**src/rtl/pfm_pkg.sv**
```systemverilog
package pfm_pkg;

    typedef enum logic [1:0] {
        KIND_NONE     = 2'b00,
        KIND_HS_SHORT = 2'b01,
        KIND_LS_SHORT = 2'b10,
        KIND_LS_OPEN  = 2'b11
    } fail_kind_t;

    typedef enum logic [1:0] {
        RUN_CLEAR    = 2'd0,
        RUN_COUNTING = 2'd1,
        RUN_LATCHED  = 2'd2
    } run_state_t;

    typedef enum logic [1:0] {
        TH_COOL    = 2'd0,
        TH_QUALIFY = 2'd1,
        TH_HOT     = 2'd2
    } therm_state_t;

endpackage

```
**src/rtl/pfm_edge_check.sv**
```systemverilog
module pfm_edge_check
    import pfm_pkg::*;
(
    input  logic       clk_i,
    input  logic       rst_ni,
    input  logic       pwm_i,
    input  logic       sw_hs_i,
    input  logic       sw_gnd_i,
    input  logic       sw_neg_i,
    output logic       chk_vld_o,
    output logic       chk_fail_o,
    output fail_kind_t chk_kind_o
);

    logic pwm_q;
    logic seen_q;
    logic rise;
    logic fall;

    always_ff @(posedge clk_i or negedge rst_ni) begin
        if (!rst_ni) begin
            pwm_q  <= 1'b0;
            seen_q <= 1'b0;
        end else begin
            pwm_q  <= pwm_i;
            seen_q <= 1'b1;
        end
    end

    // An edge is only qualified once a previous level has been sampled
    assign rise = seen_q &  pwm_i & ~pwm_q;
    assign fall = seen_q & ~pwm_i &  pwm_q;

    always_comb begin
        chk_vld_o  = rise | fall;
        chk_fail_o = 1'b0;
        chk_kind_o = KIND_NONE;
        if (fall) begin
            // high-side short has priority over low-side open
            if (sw_hs_i) begin
                chk_fail_o = 1'b1;
                chk_kind_o = KIND_HS_SHORT;
            end else if (sw_neg_i) begin
                chk_fail_o = 1'b1;
                chk_kind_o = KIND_LS_OPEN;
            end
        end else if (rise) begin
            if (sw_gnd_i) begin
                chk_fail_o = 1'b1;
                chk_kind_o = KIND_LS_SHORT;
            end
        end
    end

endmodule

```
**src/rtl/pfm_run_fsm.sv**
```systemverilog
module pfm_run_fsm
    import pfm_pkg::*;
#(
    parameter int FAIL_RUN = 15
) (
    input  logic       clk_i,
    input  logic       rst_ni,
    input  logic       chk_vld_i,
    input  logic       chk_fail_i,
    input  fail_kind_t chk_kind_i,
    output logic       phase_flt_o,
    output fail_kind_t phase_kind_o
);

    localparam int CW = (FAIL_RUN < 2) ? 1 : $clog2(FAIL_RUN + 1);
    localparam logic [CW-1:0] LAST = CW'(FAIL_RUN - 1);

    run_state_t      state_q, state_d;
    logic [CW-1:0]   cnt_q, cnt_d;
    fail_kind_t      kind_q, kind_d;

    // state register
    always_ff @(posedge clk_i or negedge rst_ni) begin
        if (!rst_ni) begin
            state_q <= RUN_CLEAR;
            cnt_q   <= '0;
            kind_q  <= KIND_NONE;
        end else begin
            state_q <= state_d;
            cnt_q   <= cnt_d;
            kind_q  <= kind_d;
        end
    end

    // next state
    always_comb begin
        state_d = state_q;
        cnt_d   = cnt_q;
        kind_d  = kind_q;
        unique case (state_q)
            RUN_CLEAR: begin
                if (chk_vld_i && chk_fail_i) begin
                    if (FAIL_RUN <= 1) begin        // fail-limit
                        state_d = RUN_LATCHED;
                        kind_d  = chk_kind_i;
                    end else begin                  // fail-first
                        state_d = RUN_COUNTING;
                        cnt_d   = CW'(1);
                    end
                end
            end
            RUN_COUNTING: begin
                if (chk_vld_i) begin
                    if (!chk_fail_i) begin          // pass-reset
                        state_d = RUN_CLEAR;
                        cnt_d   = '0;
                    end else if (cnt_q == LAST) begin // fail-limit
                        state_d = RUN_LATCHED;
                        kind_d  = chk_kind_i;
                    end else begin                  // fail-more
                        cnt_d   = cnt_q + CW'(1);
                    end
                end
            end
            RUN_LATCHED: begin
                state_d = RUN_LATCHED;              // held until reset
            end
            default: begin
                state_d = RUN_CLEAR;
                cnt_d   = '0;
                kind_d  = KIND_NONE;
            end
        endcase
    end

    // outputs
    always_comb begin
        phase_flt_o  = (state_q == RUN_LATCHED);
        phase_kind_o = (state_q == RUN_LATCHED) ? kind_q : KIND_NONE;
    end

endmodule

```
**src/rtl/pfm_therm_fsm.sv**
```systemverilog
module pfm_therm_fsm
    import pfm_pkg::*;
#(
    parameter int THERM_QUAL = 8
) (
    input  logic clk_i,
    input  logic rst_ni,
    input  logic temp_over_i,
    input  logic temp_under_i,
    output logic hot_o
);

    localparam int QW = (THERM_QUAL < 2) ? 1 : $clog2(THERM_QUAL + 1);
    localparam logic [QW-1:0] QLAST = QW'(THERM_QUAL - 1);

    therm_state_t  state_q, state_d;
    logic [QW-1:0] cnt_q, cnt_d;

    // state register
    always_ff @(posedge clk_i or negedge rst_ni) begin
        if (!rst_ni) begin
            state_q <= TH_COOL;
            cnt_q   <= '0;
        end else begin
            state_q <= state_d;
            cnt_q   <= cnt_d;
        end
    end

    // next state
    always_comb begin
        state_d = state_q;
        cnt_d   = cnt_q;
        unique case (state_q)
            TH_COOL: begin
                if (temp_over_i) begin              // trip-seen
                    state_d = TH_QUALIFY;
                    cnt_d   = '0;
                end
            end
            TH_QUALIFY: begin
                if (!temp_over_i) begin             // trip-lost
                    state_d = TH_COOL;
                    cnt_d   = '0;
                end else if (cnt_q == QLAST) begin  // trip-confirmed
                    state_d = TH_HOT;
                    cnt_d   = '0;
                end else begin
                    cnt_d   = cnt_q + QW'(1);
                end
            end
            TH_HOT: begin
                if (temp_under_i) begin             // cooled
                    state_d = TH_COOL;
                end
            end
            default: begin
                state_d = TH_COOL;
                cnt_d   = '0;
            end
        endcase
    end

    // outputs
    always_comb begin
        hot_o = (state_q == TH_HOT);
    end

endmodule

```
**src/rtl/pfm_monitor.sv**
```systemverilog
module pfm_monitor
    import pfm_pkg::*;
#(
    parameter int FAIL_RUN   = 15,
    parameter int THERM_QUAL = 8
) (
    input  logic       clk_i,
    input  logic       rst_ni,
    input  logic       pwm_i,
    input  logic       sw_hs_i,
    input  logic       sw_gnd_i,
    input  logic       sw_neg_i,
    input  logic       temp_over_i,
    input  logic       temp_under_i,
    output logic       fault_n_o,
    output logic [3:0] cause_o
);

    logic       chk_vld;
    logic       chk_fail;
    fail_kind_t chk_kind;
    logic       phase_flt;
    fail_kind_t phase_kind;
    logic       hot;

    pfm_edge_check u_edge (
        .clk_i      (clk_i),
        .rst_ni     (rst_ni),
        .pwm_i      (pwm_i),
        .sw_hs_i    (sw_hs_i),
        .sw_gnd_i   (sw_gnd_i),
        .sw_neg_i   (sw_neg_i),
        .chk_vld_o  (chk_vld),
        .chk_fail_o (chk_fail),
        .chk_kind_o (chk_kind)
    );

    pfm_run_fsm #(.FAIL_RUN(FAIL_RUN)) u_run (
        .clk_i        (clk_i),
        .rst_ni       (rst_ni),
        .chk_vld_i    (chk_vld),
        .chk_fail_i   (chk_fail),
        .chk_kind_i   (chk_kind),
        .phase_flt_o  (phase_flt),
        .phase_kind_o (phase_kind)
    );

    pfm_therm_fsm #(.THERM_QUAL(THERM_QUAL)) u_therm (
        .clk_i        (clk_i),
        .rst_ni       (rst_ni),
        .temp_over_i  (temp_over_i),
        .temp_under_i (temp_under_i),
        .hot_o        (hot)
    );

    // flag is the OR of both conditions; cause reports which
    always_comb begin
        fault_n_o = ~(phase_flt | hot);
        cause_o   = {phase_kind, phase_flt, hot};
    end

endmodule

```
**config.mk**
```make
export PLATFORM = sky130hd
export DESIGN_NAME = pfm_monitor
export DESIGN_NICKNAME = d
export VERILOG_FILES = /design/src/rtl/pfm_pkg.sv /design/src/rtl/pfm_edge_check.sv /design/src/rtl/pfm_run_fsm.sv /design/src/rtl/pfm_therm_fsm.sv /design/src/rtl/pfm_monitor.sv
export SDC_FILE = /design/constraint.sdc
export NUM_CORES = 1
export LEC_CHECK = 0
export ABC_AREA = 1
export BUFFER_PORTS_ARGS = -buffer_cell sky130_fd_sc_hd__buf_2
export CORE_UTILIZATION = 60
export CTS_CLUSTER_SIZE = 16
export DETAILED_ROUTE_END_ITERATION = 8
export PLACE_DENSITY = 0.82
export SYNTH_ARGS = -nofsm -noshare
export SYNTH_HDL_FRONTEND = slang
export SYNTH_HIERARCHICAL = 1
export SYNTH_SLANG_ARGS = --single-unit
```
**constraint.sdc**
```tcl
create_clock -name clk_i -period 3.16 [get_ports clk_i]
set_input_delay 0.158 -clock clk_i [delete_from_list [all_inputs] [get_ports clk_i]]
set_output_delay 0.158 -clock clk_i [all_outputs]
set_load 0.01 [all_outputs]
```
---- Word-level counts from Yosys, hierarchy flattened ----
Cells that the tools add are included.
word-level totals
  flip-flop bits (word level) ............. 16
  logic and storage cells ................. 79
cells by class
  add/subtract/negate cells ............... 2
  equal/unequal tests ..................... 15
  mux-type cells .......................... 34
  bitwise operators ....................... 12
  reductions and logical operators ........ 9
operators with widths
  kind                                                 number
  two-way mux 2 bit                                    17
  two-way mux 4 bit                                    7
  one-hot mux 4 bit (3 select lines)                   2
  one-hot mux 2 bit (3 select lines)                   2
  adder 4 x 1 -> 4 bit, second input constant          2
  != test 2 x 1 -> 1 bit, second input constant        4
  AND reduction 4 bit                                  2
  != test 3 bit, second input constant                 2
  inverter 1 bit                                       6
  AND reduction 3 bit                                  2
  two-way mux 1 bit                                    5
  AND 1 bit                                            4
  equality test 2 x 1 -> 1 bit, second input constant  2
  equality test 2 bit, second input constant           2
  equality test 4 x 3 -> 1 bit, second input constant  1
  equality test 4 bit, second input constant           1
  logical NOT 2 bit                                    2
  != test 2 bit, second input constant                 2
  one-hot mux 2 bit (2 select lines)                   1
  != test 3 x 2 -> 1 bit, second input constant        1
  OR 1 bit                                             2
  AND reduction 2 bit                                  1
  OR reduction 2 bit                                   1
  logical AND 1 bit                                    1

---- Logic depth before layout (Yosys ltp) ----
Gate-level depths: netlist of the first run.
  depth in word-level cells ............... 8
  mapped depth ............................ 10

---- By module ----
The synthesis of the first run kept the hierarchy.
by module, submodules not included
  module          instances  cells each  area each (µm²)  seq. area each (µm²)
  pfm_run_fsm     1          68          533.0            200.2
  pfm_therm_fsm   1          43          329.1            150.1
  pfm_edge_check  1          18          117.6            50.0
  pfm_monitor     1          3           18.8             0.0

---- Worst setup path after synthesis of the first run ----
Ideal clock, no wire load.
  kind .................................... register to register
  from .................................... reg u_edge.seen_q
  to ...................................... reg u_run.cnt_q[0]
  arrival ................................. 1.134 ns
  required time ........................... 3.037 ns
  path slack .............................. 1.903 ns
  cell stages (with the launch flop) ...... 10
  cell sequence ........................... dfrtp_1 > nand2_1 > nor2_2 > nand2_1 > nand2_1 > nand2_1 > nand3_2 > nand2_2 > o21ai_0 > nand2_1
between the ends
  cells in the longest elaborated chain, start to end .. 7
RTL lines
  element                                                                    line                                  text
  start, declared                                                            pfm_edge_check.sv:16                  logic seen_q;
  start signal, assigned                                                     pfm_edge_check.sv:23                  seen_q <= 1'b0;
  start signal, assigned                                                     pfm_edge_check.sv:26                  seen_q <= 1'b1;
  AND 1 bit (2 in a row)                                                     pfm_edge_check.sv:31                  assign rise = seen_q & pwm_i & ~pwm_q;
  two-way mux 1 bit                                                          pfm_edge_check.sv:47                  end else if (rise) begin
  two-way mux 1 bit *                                                        pfm_edge_check.sv:38                  if (fall) begin
  via chk_fail                                                               pfm_monitor.sv:20                     logic chk_fail;
  two-way mux 4 bit or logical AND 1 bit (tied branches)                     pfm_run_fsm.sv:54, pfm_run_fsm.sv:42
  two-way mux 4 bit or != test 2 x 1 -> 1 bit (tied branches)                n/a
  one-hot mux 4 bit (3 select lines) or AND reduction 4 bit (tied branches)  n/a
  end signal, assigned                                                       pfm_run_fsm.sv:30                     cnt_q <= cnt_d;
  end, declared                                                              pfm_run_fsm.sv:19                     logic [CW-1:0] cnt_q, cnt_d;
The timed path passes the listed nets; every way through them passes the cells marked *. The select of a mux whose other input is x is not followed.
A chain may end at the register's enable or synchronous reset.

---- Worst setup path after layout of the first run ----
  from .................................... reg u_run.state_q[0]
  to ...................................... out fault_n_o
between the ends
  cells in the longest elaborated chain, start to end .. 3
RTL lines
  element                 line               text
  start, declared         pfm_run_fsm.sv:18  run_state_t state_q, state_d;
  start signal, assigned  pfm_run_fsm.sv:29  state_q <= state_d;
  equality test 2 bit     pfm_run_fsm.sv:78  phase_flt_o = (state_q == RUN_LATCHED);
  OR 1 bit                pfm_monitor.sv:58  fault_n_o = ~(phase_flt | hot);
  inverter 1 bit          pfm_monitor.sv:58
  end, declared           pfm_monitor.sv:15  output logic fault_n_o,
Every way passes these cells.

==> flow_summary_export.csv, run 1 <==
group,metric,value,unit
floorplanning,core,0.00152,mm^2
placed_design,hpwl,1.32,mm
synth,async_flop_share,100,%
route,avgRoutedWirePerCell,10.8,um
power,ir_drop,351,uV
floorplanning,initial_core_util,65.5,%
power,power_frac_seq,53.1,%
power,finalPower,0.494,mW
synth,avgSynthCellArea,7.56,um^2
setup_path,r2r_end,"u_run/cnt_q[1]$_DFFE_PN0P_",
grt,grt_usage,22.7,%
route,first_pass_iters,6,
synth,yosysSeqAreaShare,40.1,%
synth,synth-main-ff-cell,"dfrtp_1",
cts,root_buffer,"clkbuf_4",
synth,synthesis.area,998,um^2
floorplanning,dieArea,0.00183,mm^2
grt,grt_pass1_vias,755,
power,power_switching,0.162,mW
floorplanning,die_w,42.8,um
cells_and_area,final_cell_area,0.00110,mm^2
run,drv_cap,0,
setup_path,required,3.00,ns
floorplanning,ios,13,
synth,synth-seq-cells,16,
synth,synth_area_leaders,"dfrtp_1 (40%), nand2_1 (16%), inv_1 (5.6%), nand3_1 (4.5%), ha_1 (3.8%)",
route,via_per_inst,5.23,
sta,slew_viol_final,0,
setup_path,cp-start-kind,"flip-flop",
cts,cts_buffer_depth,2,
floorplanning,num_rows,14,
grt,grt_overflow,0,
setup_path,r2r_start,"u_edge/seen_q$_DFF_PN0_",
sta,skew,0.00706,ns
cells_and_area,drive_above_1_share,21.2,%
sta,rsz0062_at_grt,"no",
cts,clkTransAtPathRegs,0.10,ns
setup_path,worst_r2r_path_depth,9,
cts,cts.sink_count,16,
cts,numCtsBuffers,3,
route,final_antenna_net_count,0,
cts,cts_resized,0,
setup_path,endpoint,"fault_n_o",
route,wl,1.76,mm
power,clockPowerShare,27.6,%
setup_path,startpoint,"u_run/state_q[0]$_DFFE_PN0P_",
synth,yosys.area.top_type_share,40.1,%
synth,synth_top_area_cell,"dfrtp_1",
setup_path,r2r_setup_slack,1.75,ns
synth,syn-num-nets,143,
cells_and_area,area_growth,10.0,%
cells_and_area,fin_nets,158,
cts,clk_latency,0.29,ns
placed_design,dpl_cell_area,0.00105,mm^2
synth,ys_warn_count,6,
synth,synth.most_common_cell,"nand2_1",
cts,cts_tree,"yes",
setup_path,crit_type,"reg -> out",
floorplanning,fp.dieH,42.8,um
synth,synth.distinct_cells,23,
grt,antenna_found_initial,0,
sta,finalSetupViolCount,0,
run_status,status,"finished, final reports clean",
synth,synth_cells,132,
sta,hold_viol,0,
cells_and_area,diodes,0,
power,pwr_density_cell,450,mW/mm^2
sta,fin_crit_sh,46.5,%
power,p_leak,0.595,nW
route,vias,848,
sta,finalCriticalPeriod,1.47,ns
route,drcViolationCount,0,
setup_path,path_max_fanout,9,
grt,grt_first_pass_wirelength,3.14,mm
synth,yosys-top-cells-count,"nand2_1 (43), dfrtp_1 (16), inv_1 (15)",
setup_path,endpoint_kind,"primary output",
placed_design,io_buffers,12,
power,p_sw_share,32.9,%
cts,h-tree-depth,1,
sta,fmax,0.680,GHz
placed_design,gp_congestion,0.803,
grt,grt_max_degree,17,
sta,finalSetupTns,0,ns
setup_path,cp.arrival,1.31,ns
power,pwr-share-comb,19.3,%
power,p_int,0.332,mW
route,drt_iter0_markers,23,
cts,cts_setup_buffers,0,
worst_hold_path,min_path_type,"in -> reg",
synth,synth_edf_count,0,
-- critical path, stage by stage, from the launching register on --
cell and delay [ns]:
dfrtp_1 0.56, inv_2 0.07, nand2_2 0.12, inv_1 0.07, nor2_1 0.07, buf_2 0.13
-- power by group through the flow --
stage                     Sequential [mW]  Combinational (mW)  Clock [mW]
after floorplan                     0.245              0.0975           0
after global placement              0.264              0.0905           0
after detailed placement            0.265              0.0931           0
after CTS                           0.261              0.0955       0.141
after global routing                0.265               0.116       0.145
final                               0.263              0.0952       0.136
-- cell usage in the layout, fill, tap and decap left out, types with 2 or more instances in the layout --
master,instances
nand3_1,9
nand4_1,4
a21oi_1,2
clkbuf_4,3
nor2_1,10
xnor2_1,2
nor2_2,3
inv_2,3
ha_1,3
nand2_1,43
nor2_4,2
buf_2,12
inv_1,15
nand2_2,2
nand3_2,2
o21ai_0,6
nand3_4,2
dfrtp_1,16
-- sequential cells by signal (all words and copies together) (netlist names) --
register / cells
u_run/cnt_q: 4
u_edge/seen_q: 1
u_run/kind_q: 2
u_run/state_q: 2
u_edge/pwm_q: 1
u_therm/cnt_q: 4
u_therm/state_q: 2
-- layer usage --
| layer | global-route usage [%] | up-vias | share of wire, % |
|---|---|---|---|
| li1 | - | 437 | - |
| met1 | 33.2 | 396 | 50 |
| met2 | 33.0 | 13 | 47 |
| met3 | 2.55 | 2 | 3.0 |
| met4 | 11.3 | 0 | 0.51 |
| met5 | 0 | - | 0 |
-- how the worst min path moves through the flow --
stage	startpoint	to	slack, ns	cells after the start
after floorplan	rst_ni	u_edge/pwm_q$_DFF_PN0_	-0.14	0
after global placement	rst_ni	u_run/cnt_q[1]$_DFFE_PN0P_	0.09	1
after detailed placement	rst_ni	u_run/cnt_q[1]$_DFFE_PN0P_	0.09	1
after CTS	pwm_i	u_edge/pwm_q$_DFF_PN0_	0.03	1
after global routing	pwm_i	u_edge/pwm_q$_DFF_PN0_	0.03	1
final	pwm_i	u_edge/pwm_q$_DFF_PN0_	0.03	1
-- logic make-up (layout without fill, tap and decap cells) --
group           Yosys count  count (layout)  synth area share [%]
other cells               1               1                 0.376
fa+ha+maj                 3               3                  3.76
simple gates             78              78                  38.5
buf+inv                  21              35                  9.40
flops                    16              16                  40.1
xor+xnor                  2               2                  1.75
compound gates           11              11                  6.14
-- stage by stage --
stage               util, %  cells  hold slack [ns]  setup WS, ns
floorplan                 -    132           -0.138          1.90
global placement       69.0    157           0.0856          1.84
detailed placement     69.0    157           0.0869          1.77
CTS                    72.1    162           0.0269          1.69
global route           72.1    162           0.0317          1.56
finish                 72.1    162           0.0348          1.69
-- cell type report --
class	count	area (um^2)
multi-input combinational	95	504
fill	123	425
clock buffer	4	36.3
tap	16	20.0
inverter	18	67.6
timing repair buffer	13	70.1
sequential	16	400
-- repair_timing --
action	4_1_cts	5_1_grt
endpoints found under the hold margin	16	0
hold buffers	1	0
endpoints found under the setup margin	0	0
No activity file was read; power rests on OpenSTA's default activity.
==> run 2, diff against run 1 <==
--- a/config.mk
+++ b/config.mk
@@ -5,12 +5,12 @@
 export SDC_FILE = /design/constraint.sdc
 export NUM_CORES = 1
 export LEC_CHECK = 0
-export ABC_AREA = 1
+export ABC_AREA = 0
 export BUFFER_PORTS_ARGS = -buffer_cell sky130_fd_sc_hd__buf_2
-export CORE_UTILIZATION = 60
+export CORE_UTILIZATION = 50
 export CTS_CLUSTER_SIZE = 16
 export DETAILED_ROUTE_END_ITERATION = 8
-export PLACE_DENSITY = 0.82
+export PLACE_DENSITY = 0.73
 export SYNTH_ARGS = -nofsm -noshare
 export SYNTH_HDL_FRONTEND = slang
 export SYNTH_HIERARCHICAL = 1
==> constraint.sdc (replaced) <==
create_clock -name clk_i -period 1.2 [get_ports clk_i]
set_input_delay 0.06 -clock clk_i [delete_from_list [all_inputs] [get_ports clk_i]]
set_output_delay 0.06 -clock clk_i [all_outputs]
set_load 0.01 [all_outputs]
==> run 2 against run 1 <==
  * The flow now finishes with violations (setup timing)
  * Cell count is 4.3% higher
  * Hold slack better by 0.030 ns
  * Highest routed layer unchanged
  * Critical endpoint is now u_run/cnt_q[3]$_DFFE_PN0P_
  * Clock-buffer cell count stayed put
  * Worst setup slack worse by 2.2 ns
  * Synthesized cell count is 20% lower
  * Combinational power grew to 3.0 times the previous value
  * Sequential cell count stayed put
==> flow_summary_export.csv, run 2 <==
group,metric,value,unit
synth,syn-num-nets,116,
grt,use_met1,36.7,%
grt,grt_overflow,0,
synth,synth.most_common_cell,"dfrtp_1",
grt,grt_first_pass_wirelength,4.04,mm
synth,async_flop_share,100,%
cells_and_area,final_cell_mix,"buf_4 (25), dfrtp_1 (16), buf_2 (10)",
floorplanning,num_rows,15,
grt,grt_pass1_vias,921,
grt,met3_usage,3.92,%
route,drt_iter0_markers,30,
synth,synth-seq-cells,16,
cells_and_area,multi_input_area,594,um^2
cts,root_buffer,"clkbuf_4",
floorplanning,initial_core_util,54.9,%
setup_path,endpoint_kind,"flip-flop",
cts,clkTransAtPathRegs,0.09,ns
cells_and_area,fin_nets,156,
synth,synth.distinct_cells,42,
cts,numCtsBuffers,3,
cells_and_area,area_growth,41.0,%
floorplanning,ios,13,
route,first_pass_iters,4,
cts,cts.sink_count,16,
worst_hold_path,min_path_type,"in -> reg",
placed_design,io_buffers,12,
grt,grt_usage,27.4,%
synth,yosys-top-cells-count,"dfrtp_1 (16), nand2_1 (8), inv_1 (6), nand3_1 (6), a21oi_1 (5)",
synth,synth_cells,105,
cells_and_area,diodes,0,
synth,yosys.area.top_type_share,40.9,%
cells_and_area,drive_above_1_share,44.4,%
grt,antenna_found_initial,0,
route,final_antenna_net_count,0,
placed_design,dpl_cell_area,0.00120,mm^2
sta,finalCriticalPeriod,1.70,ns
power,pwr_density_cell,901,mW/mm^2
route,wl,2.71,mm
setup_path,slowest_stage,"dfrtp_1",
cts,clk_latency,0.28,ns
cells_and_area,layout_commonest_cell,"buf_4",
synth,avgSynthCellArea,9.33,um^2
cells_and_area,reg.largest.list,"u_run/cnt_q: 4 flops, u_therm/cnt_q: 4 flops",
cells_and_area,fillers,115,
sta,fmax,0.589,GHz
power,ir_drop,720,uV
cts,cts_tree,"yes",
grt,grt-busiest-layer,"met2",
grt,use_met2,43.9,%
sta,holdWs,0.0644,ns
run,drv_cap,0,
sta,slew_viol_final,0,
setup_path,crit_type,"reg -> reg",
cells_and_area,final_cell_area,0.00138,mm^2
placed_design,hpwl,1.73,mm
synth,synth_top_area_cell,"dfrtp_1",
floorplanning,core,0.00178,mm^2
route,avgRoutedWirePerCell,16.0,um
sta,hold_viol,0,
setup_path,path_cells,"nor3b_4 > o21a_1 > and3b_1 > a221o_1 > a221o_1",
run_status,violations,"setup timing",
run_status,status,"finished with violations",
setup_path,cp.arrival,1.87,ns
route,via_per_inst,5.75,
floorplanning,fp.dieH,46.3,um
synth,synthesis.area,980,um^2
floorplanning,dieArea,0.00214,mm^2
cts,cts_buffer_depth,2,
cells_and_area,regArea,400,um^2
grt,grt_max_degree,17,
sta,fin_ws,-0.497,ns
setup_path,path_max_fanout,4,
sta,finalSetupViolCount,14,
route,drcViolationCount,0,
synth,synth-main-ff-cell,"dfrtp_1",
setup_path,crit_top_cell,"a221o_1",
setup_path,slowest_delay,0.43,ns
sta,fin_crit_sh,141,%
synth,synth_area_leaders,"dfrtp_1 (41%), ha_1 (3.8%), nand3_1 (3.1%), nand2_1 (3.1%), a21oi_1 (2.6%)",
sta,rsz0062_at_grt,"yes",
synth,ys_warn_count,6,
placed_design,gp_congestion,0.824,
power,p_leak,0.660,nW
synth,yosysSeqAreaShare,40.9,%
cts,h-tree-depth,1,
setup_path,required,1.37,ns
sta,skew,0.00438,ns
power,finalPower,1.24,mW
floorplanning,die_w,46.3,um
synth,synth_edf_count,0,
route,vias,971,
setup_path,cp-start-kind,"flip-flop",
run 2: cell types whose count changed after synthesis, moves of 4 or more:
cell     delta
nor2b_1     +4
and2_1      +4
inv_1       -9
nand2_1    -35
nor2_1      -6
run 2: critical path: cells and delay by family, from the launching register on:
family | cells | cell delay, ns
and+or+nand+nor | 2 | 0.36
DFF | 1 | 0.43
AOI/OAI and AO/OA | 3 | 0.80
run 2: timing repair:
item / CTS / global route
hold endpoints to repair: 16 / 0
resized for setup: 19 / 6
hold buffers: 1 / 0
setup buffers: 5 / 2
pin swaps: 12 / 8
endpoints found under the setup margin: 12 / 16
run 2: worst paths after layout:
path	from	endpoint	slack [ns]	cells after the start
worst max-delay path	u_edge/pwm_q$_DFF_PN0_	u_run/cnt_q[3]$_DFFE_PN0P_	-0.50	5
worst min-delay path	pwm_i	u_edge/pwm_q$_DFF_PN0_	0.06	2
worst max register to register	u_edge/pwm_q$_DFF_PN0_	u_run/cnt_q[3]$_DFFE_PN0P_	-0.50	5
worst min register to register	u_therm/cnt_q[3]$_DFFE_PN0P_	u_therm/cnt_q[3]$_DFFE_PN0P_	0.49	1
max in group asynchronous	rst_ni	u_run/cnt_q[1]$_DFFE_PN0P_	0.73	2
min in group asynchronous	rst_ni	u_therm/cnt_q[0]$_DFFE_PN0P_	0.20	2
run 2: power by group:
| part | total, mW | switching (mW) | leakage (nW) | internal, mW |
|---|---|---|---|---|
| registers | 0.601 | 0.0321 | 0.199 | 0.568 |
| logic | 0.288 | 0.144 | 0.440 | 0.144 |
| clock network | 0.356 | 0.172 | 0.0210 | 0.185 |
| total | 1.24 | 0.347 | 0.660 | 0.897 |
run 2: cell type report:
cell class | count | share of cell area [%]
clock buffer | 4 | 2.63
timing repair buffer | 40 | 21.2
multi-input combinational | 77 | 43.0
tap | 25 | 2.26
inverter | 7 | 1.90
sequential | 16 | 29.0
run 2: stage by stage:
stage	util (%)	TNS [ns]	setup slack, ns	cells
5_1_grt	77.5	-4.47	-0.549	169
3_5_place_dp	67.6	-3.09	-0.549	158
2_1_floorplan	-	-1.06	-0.433	105
6_report	77.5	-3.60	-0.497	169
3_3_place_gp	67.6	-2.32	-0.427	158
4_1_cts	76.1	-3.21	-0.471	168
run 2: kinds of logic after synthesis:
| logic type | after synthesis | share of synthesized area (%) |
|---|---|---|
| XOR/XNOR | 1 | 0.894 |
| multiplexers | 1 | 1.02 |
| buffers and inverters | 12 | 6.38 |
| other | 1 | 0.383 |
| AND/OR/NAND/NOR | 48 | 29.6 |
| flip-flops | 16 | 40.9 |
| adder cells (fa/ha/maj) | 3 | 3.83 |
| AO/OA/AOI/OAI | 23 | 17.0 |
run 2: metal layers:
layer	up-vias	routed length (um)	part of all wire (%)
met5	-	0	0
met4	0	67	2.5
met3	8	172	6.3
met2	30	1320	49
met1	478	1150	42
li1	455	-	-
